<file path="src/rtl/wdog_pkg.sv">
package wdog_pkg;

  // Control register layout
  localparam int SEL_W    = 2;
  localparam int NUM_TAPS = 1 << SEL_W;
  localparam int CFG_W    = SEL_W + 2;
  localparam int RUN_BIT  = SEL_W;
  localparam int MODE_BIT = SEL_W + 1;

  typedef struct packed {
    logic             mode;  // 1: reset request, 0: interrupt
    logic             run;   // counting allowed
    logic [SEL_W-1:0] sel;   // tap select
  } wd_cfg_t;

  localparam wd_cfg_t CFG_DEFAULT = '{mode: 1'b1, run: 1'b1, sel: '0};

endpackage

</file>
<file path="src/rtl/wdog_ctrl_reg.sv">
module wdog_ctrl_reg
  import wdog_pkg::*;
(
  input  logic             clk,
  input  logic             rst,
  input  logic             we,
  input  logic [CFG_W-1:0] wdata,
  input  logic             load_dflt,
  output wd_cfg_t          cfg,
  output logic             restart
);

  wd_cfg_t cfg_r;

  // A write with the start bit set restarts the count
  assign restart = we & wdata[RUN_BIT];

  always_ff @(posedge clk) begin
    if (rst || load_dflt) begin
      cfg_r <= CFG_DEFAULT;
    end else if (we) begin
      cfg_r.mode <= wdata[MODE_BIT];
      cfg_r.run  <= wdata[RUN_BIT];
      cfg_r.sel  <= wdata[SEL_W-1:0];
    end
  end

  assign cfg = cfg_r;

endmodule

</file>
<file path="src/rtl/wdog_tick_mux.sv">
module wdog_tick_mux #(
  parameter int NTAPS = 4,
  parameter int SW    = 2
) (
  input  logic [NTAPS-1:0] taps,
  input  logic [SW-1:0]    sel,
  input  logic             wt_en,
  output logic             tick
);

  logic [NTAPS-1:0] gated;

  genvar g;
  generate
    for (g = 0; g < NTAPS; g++) begin : g_gate
      assign gated[g] = taps[g] & wt_en;
    end
  endgenerate

  assign tick = gated[sel];

endmodule

</file>
<file path="src/rtl/wdog_det_counter.sv">
module wdog_det_counter #(
  parameter int CW = 2
) (
  input  logic          clk,
  input  logic          rst,
  input  logic          run,
  input  logic          tick,
  input  logic          restart,
  output logic [CW-1:0] cnt,
  output logic          wrap
);

  localparam logic [CW-1:0] CNT_MAX = {CW{1'b1}};

  logic [CW-1:0] cnt_r;
  logic          step;

  // Restart has priority over a coincident tick
  assign step = run & tick & ~restart;
  assign wrap = step & (cnt_r == CNT_MAX);

  always_ff @(posedge clk) begin
    if (rst || restart) begin
      cnt_r <= '0;
    end else if (step) begin
      cnt_r <= cnt_r + 1'b1;
    end
  end

  assign cnt = cnt_r;

endmodule

</file>
<file path="src/rtl/wdog_out_steer.sv">
module wdog_out_steer #(
  parameter int PULSE_LEN = 4
) (
  input  logic clk,
  input  logic rst,
  input  logic wrap,
  input  logic mode,
  input  logic irq_clr,
  output logic launch,
  output logic rst_req,
  output logic irq_flag
);

  localparam int LW = $clog2(PULSE_LEN + 1);
  localparam logic [LW-1:0] LOAD_VAL = LW'(PULSE_LEN - 1);

  logic [LW-1:0] left_r;
  logic          rst_r;
  logic          irq_r;

  assign launch = wrap & mode & ~rst_r;

  always_ff @(posedge clk) begin
    if (rst) begin
      left_r <= '0;
      rst_r  <= 1'b0;
    end else if (launch) begin
      left_r <= LOAD_VAL;
      rst_r  <= 1'b1;
    end else if (left_r != '0) begin
      left_r <= left_r - 1'b1;
    end else begin
      rst_r  <= 1'b0;
    end
  end

  // Set wins over clear
  always_ff @(posedge clk) begin
    if (rst) begin
      irq_r <= 1'b0;
    end else if (wrap && !mode) begin
      irq_r <= 1'b1;
    end else if (irq_clr) begin
      irq_r <= 1'b0;
    end
  end

  assign rst_req  = rst_r;
  assign irq_flag = irq_r;

endmodule

</file>
<file path="src/rtl/wdog_supervisor.sv">
module wdog_supervisor
  import wdog_pkg::*;
#(
  parameter int CNT_W   = 2,
  parameter int RST_LEN = 4
) (
  input  logic                clk,
  input  logic                rst,
  input  logic                wt_en,
  input  logic [NUM_TAPS-1:0] tick_taps,
  input  logic                cfg_we,
  input  logic [CFG_W-1:0]    cfg_wdata,
  output logic [CFG_W-1:0]    cfg_q,
  input  logic                irq_clr,
  output logic                rst_req,
  output logic                irq_flag
);

  wd_cfg_t          cfg;
  logic             restart;
  logic             tick;
  logic             wrap;
  logic             launch;
  logic [CNT_W-1:0] cnt_q;

  wdog_ctrl_reg u_ctrl (
    .clk       (clk),
    .rst       (rst),
    .we        (cfg_we),
    .wdata     (cfg_wdata),
    .load_dflt (launch),
    .cfg       (cfg),
    .restart   (restart)
  );

  wdog_tick_mux #(.NTAPS(NUM_TAPS), .SW(SEL_W)) u_mux (
    .taps  (tick_taps),
    .sel   (cfg.sel),
    .wt_en (wt_en),
    .tick  (tick)
  );

  wdog_det_counter #(.CW(CNT_W)) u_cnt (
    .clk     (clk),
    .rst     (rst),
    .run     (cfg.run),
    .tick    (tick),
    .restart (restart),
    .cnt     (cnt_q),
    .wrap    (wrap)
  );

  wdog_out_steer #(.PULSE_LEN(RST_LEN)) u_out (
    .clk      (clk),
    .rst      (rst),
    .wrap     (wrap),
    .mode     (cfg.mode),
    .irq_clr  (irq_clr),
    .launch   (launch),
    .rst_req  (rst_req),
    .irq_flag (irq_flag)
  );

  assign cfg_q = cfg;

endmodule

</file>
<file path="config.mk">
export PLATFORM = sky130hd
export DESIGN_NAME = wdog_supervisor
export DESIGN_NICKNAME = d
export VERILOG_FILES = /design/src/rtl/wdog_pkg.sv /design/src/rtl/wdog_ctrl_reg.sv /design/src/rtl/wdog_tick_mux.sv /design/src/rtl/wdog_det_counter.sv /design/src/rtl/wdog_out_steer.sv /design/src/rtl/wdog_supervisor.sv
export SDC_FILE = /design/constraint.sdc
export NUM_CORES = 1
export LEC_CHECK = 0
export BUFFER_PORTS_ARGS = -buffer_cell sky130_fd_sc_hd__buf_2
export CAP_MARGIN = 20
export CORE_AREA = 4 4 41 43
export CTS_CLUSTER_DIAMETER = 30
export DETAILED_ROUTE_END_ITERATION = 10
export DIE_AREA = 0 0 45 47
export PLACE_DENSITY = 0.73
export SLEW_MARGIN = 20
export SYNTH_ARGS = -nofsm -noshare
export SYNTH_HDL_FRONTEND = slang
export SYNTH_SLANG_ARGS = --single-unit
</file>
<file path="constraint.sdc">
create_clock -name clk -period 1.6 [get_ports clk]
set_input_delay 0.32 -clock clk [delete_from_list [all_inputs] [get_ports clk]]
set_output_delay 0.32 -clock clk [all_outputs]
set_load 0.01 [all_outputs]
</file>
Word-level counts from Yosys, hierarchy flattened
Index checks and enable logic that the tools add are counted.
{"block": "classes", "n_addsub": 2, "bitwise_logic": 12, "reduce_logical": 8, "n_eq_ne": 2, "mux": 8, "n_lt_le_gt_ge": 1}
{"operator": "1-bit AND", "count": 10}
{"operator": "1-bit two-way mux", "count": 5}
{"operator": "2-bit two-way mux", "count": 2}
{"operator": "2-bit nonzero test", "count": 2}
{"operator": "2-bit by 3-bit < comparator with 1-bit output, second input constant", "count": 1}
{"operator": "3-bit nonzero test", "count": 1}
{"operator": "3-bit by 1-bit subtractor with 3-bit output, second input constant", "count": 1}
{"operator": "2-bit by 1-bit adder with 2-bit output, second input constant", "count": 1}
{"operator": "1-bit binary-select mux with 2-bit select", "count": 1}
{"operator": "2-bit equality test, second input constant", "count": 1}
{"operator": "1-bit logical OR", "count": 2}
{"operator": "2-bit inequality test, second input constant", "count": 1}
{"operator": "1-bit NOT", "count": 2}
{"operator": "2-bit OR reduction", "count": 1}
{"operator": "1-bit logical AND", "count": 1}
{"operator": "1-bit zero test", "count": 1}
{"block": "totals", "in_bits": 13, "register_bits": 11, "word_cells": 41, "out_inout_bits": 6}

Logic depth before layout (Yosys ltp)
Gate-level depths: netlist of run 1.
{"block": "depth", "ltp_word": 9, "mapped_depth": 5, "ltp_nobuf": 5}

Hierarchy
Synthesis of run 1 repeated with hierarchy kept, for this count alone.
{"block": "unflattened", "hier_cells": 52, "area_unflattened_um2": 539.3}
{"module": "wdog_out_steer", "instances": 1, "cells_each": 25, "area_each_um2": 242.7}
{"module": "wdog_ctrl_reg", "instances": 1, "cells_each": 14, "area_each_um2": 147.6}
{"module": "wdog_det_counter", "instances": 1, "cells_each": 11, "area_each_um2": 120.1}
{"module": "wdog_tick_mux", "instances": 1, "cells_each": 2, "area_each_um2": 28.8}

Least setup slack after synthesis of run 1
Ideal clock, no wire load.
{"block": "synth_path", "kind": "register to register", "start": "register, netlist name u_ctrl.cfg[0]", "end": "register, netlist name u_ctrl.cfg[3]", "t_arrival_ps": 1440, "setup_slack_ps": 33, "t_required_ps": 1473, "setup_time_ps": 127, "path_buffers": 0, "stages_incl_launch_ff": 4, "cell_sequence": "dfxtp_1 > mux4_2 > and4_4 > or3_1"}
{"block": "synth_between", "elab_chain_cells": 8}
{"item": "1-bit binary-select mux with 2-bit select", "line_no": "wdog_tick_mux.sv:20", "text": "assign tick = gated[sel];"}
{"item": "1-bit two-way mux (implied by the code)", "line_no": "wdog_tick_mux.sv:20"}
{"item": "1-bit AND (2 in series)", "line_no": "wdog_det_counter.sv:19", "text": "assign step = run & tick & ~restart;"}
{"item": "1-bit AND", "line_no": "wdog_det_counter.sv:20", "text": "assign wrap = step & (cnt_r == CNT_MAX);"}
{"item": "1-bit AND (2 in series)", "line_no": "wdog_out_steer.sv:21", "text": "assign launch = wrap & mode & ~rst_r;"}
{"item": "1-bit logical OR", "line_no": "wdog_ctrl_reg.sv:19", "text": "if (rst || load_dflt) begin"}
No other way between the ends. The select of a mux whose other input is x is not followed.
A chain may end at the register's enable or synchronous reset.

Worst setup path in the final report of run 1
{"block": "layout_path", "start": "register, netlist name u_ctrl.cfg[0]", "end": "register, netlist name u_ctrl.cfg[3]"}
{"block": "layout_between", "elab_chain_cells": 8}
{"item": "1-bit binary-select mux with 2-bit select", "line_no": "wdog_tick_mux.sv:20"}
{"item": "1-bit two-way mux (implied by the code)", "line_no": "wdog_tick_mux.sv:20"}
{"item": "1-bit AND (2 in series)", "line_no": "wdog_det_counter.sv:19"}
{"item": "1-bit AND", "line_no": "wdog_det_counter.sv:20"}
{"item": "1-bit AND (2 in series)", "line_no": "wdog_out_steer.sv:21"}
{"item": "1-bit logical OR", "line_no": "wdog_ctrl_reg.sv:19"}
No other way between the ends. The select of a mux whose other input is x is not followed.

==> implementation parameters, run 1 <==
Parameter                              Value

GRT
  Antenna violations before repair ... 0
  Maximum number of pins on one net before global-route repair ... 11
  Total congestion overflow after global routing ... 0
  Total global-route track usage ... 12.1%
  Vias in the first global route ... 461
  First-pass GRT wire length ... 1790 um

Timing
  Smallest setup slack after layout ... 0.0757 ns
  Time the worst path needs with I/O delays and setup ... 1.52 ns
  Tightest Pin Transition ... 0.334 ns
  Final Slew Violations ... 0
  Setup tns final ... 0 ns
  Final worst hold slack ... 0.340 ns
  Setup Viol. Count Final ... 0
  Final Hold Viols ... 0
  Setup repair after global routing missed its margin ... no
  Worst rel slew slack ... 77.8%
  Timing-limited maximum frequency ... 656 MHz
  Post-route fraction of the period consumed by the critical path ... 95.3%
  Final clock skew ... 0.00106 ns

Yosys
  Cells after synthesis ... 56
  Register bit count reported by yosys ... 11
  Synthesis Warnings ... 0
  Sequential share of the synthesized area ... 40.9%
  Count of different cell masters after synthesis ... 22
  Number of flops mapped to enable cells by yosys ... 0
  Ys async rst share ... 0%
  Ys flop type ... sky130_fd_sc_hd__dfxtp_1
  Cell Area, Synth ... 538 um^2
  Synth Net Count ... 72
  Mean post-synth cell area ... 9.61 um^2

Finish
  Post-synthesis to final-layout area growth ... 21.2%
  Most frequent standard cell in the layout excluding fill and tap cells ... sky130_fd_sc_hd__buf_2
  Top library cells by usage in the layout, fill and taps aside ... sky130_fd_sc_hd__buf_2 (18), sky130_fd_sc_hd__dfxtp_1 (10), sky130_fd_sc_hd__nand2_1 (6)
  Nets@finish ... 91
  Proportion of layout cells with a drive suffix above 1 ... 36.5%
  Final antenna diode count ... 0
  Post-route cell area ... 652 um^2

Floorplanning
  Initial cell density of the core ... 41.3%
  Die outline height ... 47 um
  Number of placement rows ... 13
  Die W ... 45 um
  Std-Cell Core Area ... 1300 um^2
  Die Footprint ... 2120 um^2
  Count of boundary I/O pins ... 19

Power
  Power dissipated by switching net loads ... 0.000218 W
  IR drop worst, VDD ... 0.407 mV
  Share of total power consumed by net switching ... 28.9%
  Part of the total power dissipated in the clock network ... 24.3%
  Power share of the combinational group ... 31.3%
  Sequential power share ... 44.5%
  Static leakage ... 0.309 nW
  Pwr/cell area ... 1160 nW/um^2
  Internal Pwr Total ... 0.000536 W

Critical path
  Worst setup path endpoint ... u_ctrl.cfg[3]
  Critical Path RT ... 1.74 ns
  Startpoint type of the worst setup path ... register
  Crit. End Element ... register
  FF-to-FF path depth ... 3
  Crit-path max FO ... 4
  Register-to-register setup slack ... 0.08 ns
  Start point of the critical path ... u_ctrl.cfg[0]
  Launching point of the worst reg2reg path ... u_ctrl.cfg[0]
  Category of the critical setup timing path ... reg2reg
  Worst path arrival time ... 1.67 ns
  Endpoint of the worst-slack reg-to-reg timing path ... u_ctrl.cfg[3]

Detailed routing
  WL per Instance ... 11.5 um
  Antenna Violating Nets Remaining ... 0
  First-pass DRT Iterations ... 2
  Number of vias per cell after detailed routing ... 4.99
  Wire length after detailed routing ... 1030 um
  First DRT Iteration DRCs ... 2
  Count of unresolved DRC violations after routing ... 0
  Total vias in the final route ... 444

Clock network
  Post-CTS Setup Bufs ... 0
  Clk Tree Root Cell ... sky130_fd_sc_hd__clkbuf_4
  Clock Sinks ... 11
  Max Buffers Root-to-Sink ... 2
  H-tree levels ... 1
  Source-to-sink clock delay at the later pin of the worst-skew pair ... 0.26 ns
  CTS tree ... done
  Number of buffers created by CTS ... 3
  Worst-path clk slew ... 0.07 ns

Status
  Run status ... completed

Placed design
  Placed Area ... 624 um^2
  Number of port buffers ... 18
  Post-placement setup slack ... 0.0277 ns
  Hpwl dp ... 822 um
  Routability-driven placement congestion ratio ... 0.735

Job
  Maximum Capacitance Violations ... 0

Min path
  Kind of path behind the tightest hold check ... in2reg
==> routing by layer <==
metal	GRT usage, %	vias up	wire [um]
li1	-	229	-
met1	14.7	201	491
met2	18.4	14	474
met3	4.60	0	59
met4	7.02	0	0
met5	0	-	0
==> layout make-up <==
cell class                 instances  area, um^2
sequential                        11         221
multi-input combinational         39         288
fill                             137         649
inverter                           2        7.51
tap                               15        18.8
timing repair buffer              18        90.1
clock buffer                       4        26.3
==> timing repair <==
action                                  in CTS  in global routing
gates resized for setup                      0                  1
hold endpoints to repair                     0                  0
endpoints found under the setup margin       0                  1
hold buffers                                 0                  0
==> state kept, by name, summed over array words and instances (netlist names) <==
name / flops
u_out.rst_req: 1
u_ctrl.cfg: 4
u_out.left_r: 3
u_out.irq_flag: 1
u_cnt.cnt: 2
==> cells in the mapped netlist, types with 2 or more instances <==
| cell type | count | share of area (%) |
|---|---|---|
| sky130_fd_sc_hd__inv_1 | 2 | 1.4 |
| sky130_fd_sc_hd__nand2_1 | 6 | 4.2 |
| sky130_fd_sc_hd__nor3_1 | 3 | 2.8 |
| sky130_fd_sc_hd__nand3_1 | 2 | 1.9 |
| sky130_fd_sc_hd__ha_1 | 3 | 7.0 |
| sky130_fd_sc_hd__nor2_1 | 2 | 1.4 |
| sky130_fd_sc_hd__mux2_2 | 2 | 4.2 |
| sky130_fd_sc_hd__buf_4 | 2 | 2.8 |
| sky130_fd_sc_hd__clkbuf_1 | 2 | 1.4 |
| sky130_fd_sc_hd__mux2i_1 | 5 | 9.3 |
| sky130_fd_sc_hd__dfxtp_1 | 11 | 41 |
| sky130_fd_sc_hd__nand2b_1 | 3 | 3.5 |
| sky130_fd_sc_hd__a21oi_1 | 4 | 3.7 |
==> logic make-up after synthesis <==
group / count (synthesis) / synth area share [%]
AO/OA/AOI/OAI: 5 / 4.65
XOR/XNOR: 1 / 1.63
adder cells (fa/ha/maj): 3 / 6.98
buffers and inverters: 6 / 5.58
flip-flops: 11 / 40.9
multiplexers: 8 / 17.7
AND/OR/NAND/NOR: 22 / 22.6
==> power by group through the flow <==
stage,Clock [W],Sequential [W],Combinational (W)
2_1_floorplan,0,0.000339,0.000191
3_3_place_gp,0,0.000341,0.000232
3_5_place_dp,0,0.000342,0.000240
4_1_cts,0.000191,0.000335,0.000242
5_1_grt,0.000210,0.000341,0.000276
6_report,0.000183,0.000335,0.000236
==> how the worst min path moves through the flow <==
stage,start,endpoint,slack [ns],depth (start not counted)
after CTS,rst,u_out.rst_req,0.33,2
final,rst,u_out.left_r[0],0.34,2
after floorplan,u_cnt.cnt[1],u_cnt.cnt[1],0.44,2
after detailed placement,u_cnt.cnt[1],u_cnt.cnt[1],0.46,2
after global placement,u_cnt.cnt[1],u_cnt.cnt[1],0.45,2
after global routing,rst,u_out.left_r[1],0.35,2
==> through the flow <==
stage | std cells | total power [W] | utilization, %
after global placement | 85 | 0.000573 | 48.0
final | 89 | 0.000754 | 50.1
after detailed placement | 85 | 0.000582 | 48.0
after global routing | 89 | 0.000827 | 50.1
after floorplan | 56 | 0.000530 | -
after CTS | 89 | 0.000768 | 50.0
==> worst max-delay path, stage by stage (launching register included) <==
cell	delay, ns
sky130_fd_sc_hd__dfxtp_2	0.35
sky130_fd_sc_hd__mux4_2	0.52
sky130_fd_sc_hd__and4_4	0.20
sky130_fd_sc_hd__or3_1	0.34
Note: power is estimated with default switching activity, not from simulation.
==> inputs of run 2 (changes only) <==
- ABC_AREA: not set -> 1
- PLACE_DENSITY: 0.73 -> 0.77
- clock period: 1.6 -> 1.8 ns (I/O delays scaled with it)
==> implementation parameters, run 2 <==
Parameter                              Value

Status
  Run status ... completed

Power
  IR drop worst, VDD ... 0.441 mV
  Static leakage ... 0.363 nW
  Pwr/cell area ... 960 nW/um^2

Clock network
  # hold bufs at CTS ... 0
  CTS tree ... done
  Number of resized instances in the post-cts repair step ... 0
  Max Buffers Root-to-Sink ... 2
  Number of buffers created by CTS ... 3
  Clk Tree Root Cell ... sky130_fd_sc_hd__clkbuf_4
  Worst-path clk slew ... 0.07 ns
  Clock Sinks ... 11
  Source-to-sink clock delay at the later pin of the worst-skew pair ... 0.27 ns
  Post-CTS Setup Bufs ... 0
  H-tree levels ... 1

Min path
  Terminating pin of the worst hold path ... u_out.rst_req
  Origin of the worst min-delay path ... rst
  Kind of path behind the tightest hold check ... in2reg
  Hold depth ... 2

Detailed routing
  Wire length after detailed routing ... 1070 um
  Total vias in the final route ... 514
  WL per Instance ... 9.57 um
  Count of unresolved DRC violations after routing ... 0
  Max layer used ... met4
  Routed met3 length ... 55 um
  Antenna Violating Nets Remaining ... 0
  First-pass DRT Iterations ... 2
  Routed metal-1 wirelength ... 494 um
  First DRT Iteration DRCs ... 5
  Routed length on met2 ... 491 um
  Number of vias per cell after detailed routing ... 4.59

Placed design
  Number of port buffers ... 18
  Hpwl dp ... 917 um
  Post-placement setup slack ... 0.631 ns
  Routability-driven placement congestion ratio ... 0.753

Timing
  Timing-limited maximum frequency ... 852 MHz
  Time the worst path needs with I/O delays and setup ... 1.17 ns
  Final Hold Viols ... 0
  Post-route fraction of the period consumed by the critical path ... 65.2%
  Final clock skew ... 0.00119 ns
  Final Slew Violations ... 0
  Setup repair after global routing missed its margin ... no
  Worst rel slew slack ... 86.8%
  Setup tns final ... 0 ns
  Smallest setup slack after layout ... 0.626 ns
  Tightest Pin Transition ... 0.197 ns
  Final worst hold slack ... 0.323 ns
  Setup Viol. Count Final ... 0

Yosys
  Cell Area, Synth ... 586 um^2
  Area share of the leading cell type in the synthesized netlist ... 37.6%
  Most repeated cell in the gate-level netlist after synthesis ... sky130_fd_sc_hd__nand2_1
  Synth Net Count ... 93
  Sequential share of the synthesized area ... 37.6%
  Dominant combinational cell family by area after synthesis ... simple AND/OR/NAND/NOR gates
  Largest cells by area after synthesis ... sky130_fd_sc_hd__dfxtp_1 (38%), sky130_fd_sc_hd__nand2_1 (9.0%), sky130_fd_sc_hd__inv_1 (7.7%)
  Mean post-synth cell area ... 7.60 um^2
  Count of different cell masters after synthesis ... 19
  Post-synthesis share of cell area spent on xor and xnor gates ... 1.50%
  Cells after synthesis ... 77
  Simple-gate portion of the synthesized area ... 32.7%
  Ys async rst share ... 0%
  Cell accounting for the most synthesized area ... sky130_fd_sc_hd__dfxtp_1
  Synth cell count leaders ... sky130_fd_sc_hd__nand2_1 (14), sky130_fd_sc_hd__inv_1 (12), sky130_fd_sc_hd__dfxtp_1 (11)
  Synthesis Warnings ... 0
  Register bit count reported by yosys ... 11
  Number of flops mapped to enable cells by yosys ... 0
  Synthesized-area fraction occupied by adder cells ... 6.41%
  Ys flop type ... sky130_fd_sc_hd__dfxtp_1
  Synthesized-area fraction occupied by ao, oa, aoi and oai cells ... 10.3%
  Mux share of post-synthesis cell area ... 0%

Critical path
  Crit-path max FO ... 4
  Critical Path Max Stage Delay ... 0.39 ns
  Number of buffer and inverter instances along the worst setup path ... 1
  FF-to-FF path depth ... 7
  Crit. End Element ... primary output
  Cell with the largest stage delay on the worst path ... sky130_fd_sc_hd__dfxtp_1
  Worst path arrival time ... 0.81 ns
  Critical Path RT ... 1.44 ns
  Endpoint of the worst-slack reg-to-reg timing path ... u_ctrl.cfg[0]
  Startpoint type of the worst setup path ... register
  Register-to-register setup slack ... 0.73 ns
  Launching point of the worst reg2reg path ... u_ctrl.cfg[0]
  Cells along the critical path ... buf_2
  Category of the critical setup timing path ... reg2out
  Cell family with most CP delay ... flip-flops

GRT
  First-pass GRT wire length ... 1960 um
  Total global-route track usage ... 13.1%
  Maximum number of pins on one net before global-route repair ... 7
  Total congestion overflow after global routing ... 0
  Vias in the first global route ... 470
  Antenna violations before repair ... 0

Floorplanning
  Count of boundary I/O pins ... 19
  Die W ... 45 um
  Die outline height ... 47 um
  Initial cell density of the core ... 45.0%
  Number of placement rows ... 13
  Die Footprint ... 2120 um^2
  Std-Cell Core Area ... 1300 um^2

Finish
  Proportion of layout cells with a drive suffix above 1 ... 30.9%
  Most frequent standard cell in the layout excluding fill and tap cells ... sky130_fd_sc_hd__buf_2
  Final core occ ... 54.2%
  Max FFs per register ... 4
  Nets@finish ... 114
  Final antenna diode count ... 0
  Post-synthesis to final-layout area growth ... 20.5%
  Top library cells by usage in the layout, fill and taps aside ... sky130_fd_sc_hd__buf_2 (18), sky130_fd_sc_hd__nand2_1 (14), sky130_fd_sc_hd__inv_1 (12)

Job
  Maximum Capacitance Violations ... 0
[run 2: cell types whose count changed after synthesis, sizes merged, moves of 3 or more]
cell | previous run | this run
mux2i | 5 | 0
nand2b | 3 | 0
nor3 | 3 | 0
nor2 | 2 | 10
nand2 | 6 | 17
nand3 | 2 | 5
inv | 2 | 14
a21oi | 4 | 7
[run 2: through the flow]
step | instances | area (um^2) | total power (W)
6_report | 112 | 706 | 0.000678
4_1_cts | 112 | 706 | 0.000678
3_5_place_dp | 108 | 679 | 0.000515
5_1_grt | 112 | 706 | 0.000730
2_1_floorplan | 77 | 586 | 0.000466
3_3_place_gp | 108 | 679 | 0.000511
[run 2: area by class of cell]
class	instances	area (um^2)
Fill cell	137	596
Multi-Input combinational cell	50	298
Sequential cell	11	220
Timing Repair Buffer	18	90.1
Inverter	14	52.6
Clock buffer	4	26.3
Tap cell	15	18.8
[run 2: kinds of logic (layout without fill, tap and decap cells)]
logic type	count (synthesis)	after routing
flops	11	11
compound gates	11	11
simple gates	35	35
fa+ha+maj	3	3
buf+inv	16	36
xor+xnor	1	1
[run 2: power by group]
group / internal (W) / switching [W] / total, W
Sequential: 0.000279 / 0.0000149 / 0.000294
Combinational: 0.0000893 / 0.000125 / 0.000214
Clock: 0.0000859 / 0.0000840 / 0.000170
Total: 0.000454 / 0.000224 / 0.000678
[run 2: worst max-delay path by stage]
stage                     cells after the start           from               to  slack [ns]
after floorplan                               7  u_ctrl.cfg[0]  u_out.left_r[2]        0.77
after global placement                        7         cfg_we  u_out.left_r[2]        0.66
after detailed placement                      7         cfg_we    u_ctrl.cfg[1]        0.63
after CTS                                     1  u_ctrl.cfg[0]         cfg_q[0]        0.62
after global routing                          1  u_ctrl.cfg[0]         cfg_q[0]        0.56
final                                         1  u_ctrl.cfg[0]         cfg_q[0]        0.63
[run 2: per-layer routing]
| layer | GRT usage, % | vias up |
|---|---|---|
| met5 | 0 | - |
| met4 | 8.77 | 0 |
| met3 | 3.45 | 5 |
| met2 | 18.4 | 10 |
| met1 | 17.6 | 218 |
| li1 | - | 281 |
==> inputs of run 3 (changes only) <==
- CORE_AREA: 4 4 41 43 -> not set
- CORE_MARGIN: not set -> 4
- CORE_UTILIZATION: not set -> 42
- DIE_AREA: 0 0 45 47 -> not set
- clock period: 1.8 -> 0.96 ns (I/O delays scaled with it)
==> implementation parameters, run 3 (same netlist as run 2, synthesis figures left out) <==
Parameter                              Value

Status
  Run status ... finished, violations left
  Failing checks ... negative setup slack

Timing
  Setup repair after global routing missed its margin ... yes
  Setup tns final ... -0.239 ns
  Final Slew Violations ... 0
  Worst rel slew slack ... 86.9%
  Post-route fraction of the period consumed by the critical path ... 105%
  Final worst hold slack ... 0.151 ns
  Tightest Pin Transition ... 0.195 ns
  Smallest setup slack after layout ... -0.0507 ns
  Time the worst path needs with I/O delays and setup ... 1.01 ns
  Final Hold Viols ... 0
  Setup Viol. Count Final ... 8
  Final clock skew ... 0.00530 ns
  Timing-limited maximum frequency ... 989 MHz

GRT
  Antenna violations before repair ... 0
  First-pass GRT wire length ... 2000 um
  Vias in the first global route ... 490
  Total congestion overflow after global routing ... 0
  Total global-route track usage ... 13.4%
  Maximum number of pins on one net before global-route repair ... 7

Clock network
  CTS tree ... done
  Source-to-sink clock delay at the later pin of the worst-skew pair ... 0.27 ns
  Worst-path clk slew ... 0.07 ns
  # hold bufs at CTS ... 0
  Clk Tree Root Cell ... sky130_fd_sc_hd__clkbuf_4
  H-tree levels ... 1
  Max Buffers Root-to-Sink ... 2
  Number of buffers created by CTS ... 3
  Clock Sinks ... 11

Detailed routing
  First DRT Iteration DRCs ... 3
  Antenna Violating Nets Remaining ... 0
  Count of unresolved DRC violations after routing ... 0
  Number of vias per cell after detailed routing ... 4.71
  Total vias in the final route ... 556
  Wire length after detailed routing ... 1160 um
  First-pass DRT Iterations ... 5
  WL per Instance ... 9.81 um

Finish
  Post-synthesis to final-layout area growth ... 35.9%
  Final antenna diode count ... 0
  Nets@finish ... 120
  Final core occ ... 61.2%
  Most frequent standard cell in the layout excluding fill and tap cells ... sky130_fd_sc_hd__buf_2
  Multi-input combinational cell area ... 322 um^2
  Max FFs per register ... 4
  Proportion of layout cells with a drive suffix above 1 ... 46.6%
  Top library cells by usage in the layout, fill and taps aside ... sky130_fd_sc_hd__buf_2 (17), sky130_fd_sc_hd__nand2_1 (11), sky130_fd_sc_hd__inv_1 (10)
  Layout fillers ... 120
  Storage element area ... 229 um^2

Power
  IR drop worst, VDD ... 0.963 mV
  Pwr/cell area ... 1760 nW/um^2
  Static leakage ... 0.398 nW
  Post-layout power ... 0.00140 W

Min path
  Kind of path behind the tightest hold check ... in2reg

Critical path
  FF-to-FF path depth ... 7
  Startpoint type of the worst setup path ... register
  Start point of the critical path ... u_ctrl.cfg[0]
  Crit-path max FO ... 6
  Category of the critical setup timing path ... reg2reg
  Register-to-register setup slack ... -0.05 ns
  Endpoint of the worst-slack reg-to-reg timing path ... u_ctrl.cfg[0]
  Worst setup path endpoint ... u_ctrl.cfg[0]
  Critical Path RT ... 1.13 ns
  Launching point of the worst reg2reg path ... u_ctrl.cfg[0]
  Worst path arrival time ... 1.18 ns
  Crit. End Element ... register

Placed design
  Routability-driven placement congestion ratio ... 0.811
  Number of port buffers ... 18
  Hpwl dp ... 905 um

Floorplanning
  Std-Cell Core Area ... 1300 um^2
  Die outline height ... 45.3 um
  Die W ... 45.3 um
  Die Footprint ... 2060 um^2
  Count of boundary I/O pins ... 19
  Initial cell density of the core ... 45.0%
  Number of placement rows ... 13

Job
  Maximum Capacitance Violations ... 0
run 3: layout make-up:
class,instances,area share (%)
Multi-Input combinational cell,50,40.4
Sequential cell,11,28.8
Timing Repair Buffer,24,18.2
Inverter,14,6.92
Clock buffer,4,3.30
Tap cell,15,2.36
run 3: critical path: stages, from the launching register on:
cell,delay [ns]
sky130_fd_sc_hd__dfxtp_4,0.37
sky130_fd_sc_hd__inv_4,0.04
sky130_fd_sc_hd__nand2_2,0.05
sky130_fd_sc_hd__nand3_2,0.07
sky130_fd_sc_hd__nand2_4,0.11
sky130_fd_sc_hd__nand4_4,0.12
sky130_fd_sc_hd__nand2_2,0.11
sky130_fd_sc_hd__nor2_1,0.04
run 3: metal layers:
layer	GRT usage (%)	wire, um
met4	8.77	34
met3	3.98	74
met1	17.5	489
met2	18.9	559
met5	0	0
run 3: worst min path at each step:
stage,start,to,depth (start not counted)
floorplan,rst,u_out.irq_flag,1
global placement,rst,u_out.left_r[0],2
detailed placement,rst,u_out.left_r[0],2
CTS,rst,u_out.left_r[1],2
global route,rst,u_out.irq_flag,2
finish,rst,u_out.irq_flag,2
run 3: through the flow:
| step | setup WS [ns] | cells | cell area, um^2 |
|---|---|---|---|
| after global placement | -0.0601 | 113 | 726 |
| final | -0.0507 | 118 | 796 |
| after CTS | -0.0569 | 118 | 790 |
| after global routing | -0.132 | 118 | 796 |
| after floorplan | -0.00290 | 77 | 594 |
| after detailed placement | -0.0569 | 113 | 726 |
run 3: what timing repair did:
item                       CTS  global route
setup buffers                1             0
gates resized for setup     10             4
pin swaps                    2             2
setup endpoints to repair    9            16
cloned                       0             0
run 3: power by group:
group	internal, W	total (W)	switching, W	leakage, nW
Combinational	0.000243	0.000512	0.000269	0.292
Sequential	0.000527	0.000565	0.0000384	0.0912
Clock	0.000161	0.000323	0.000162	0.0150
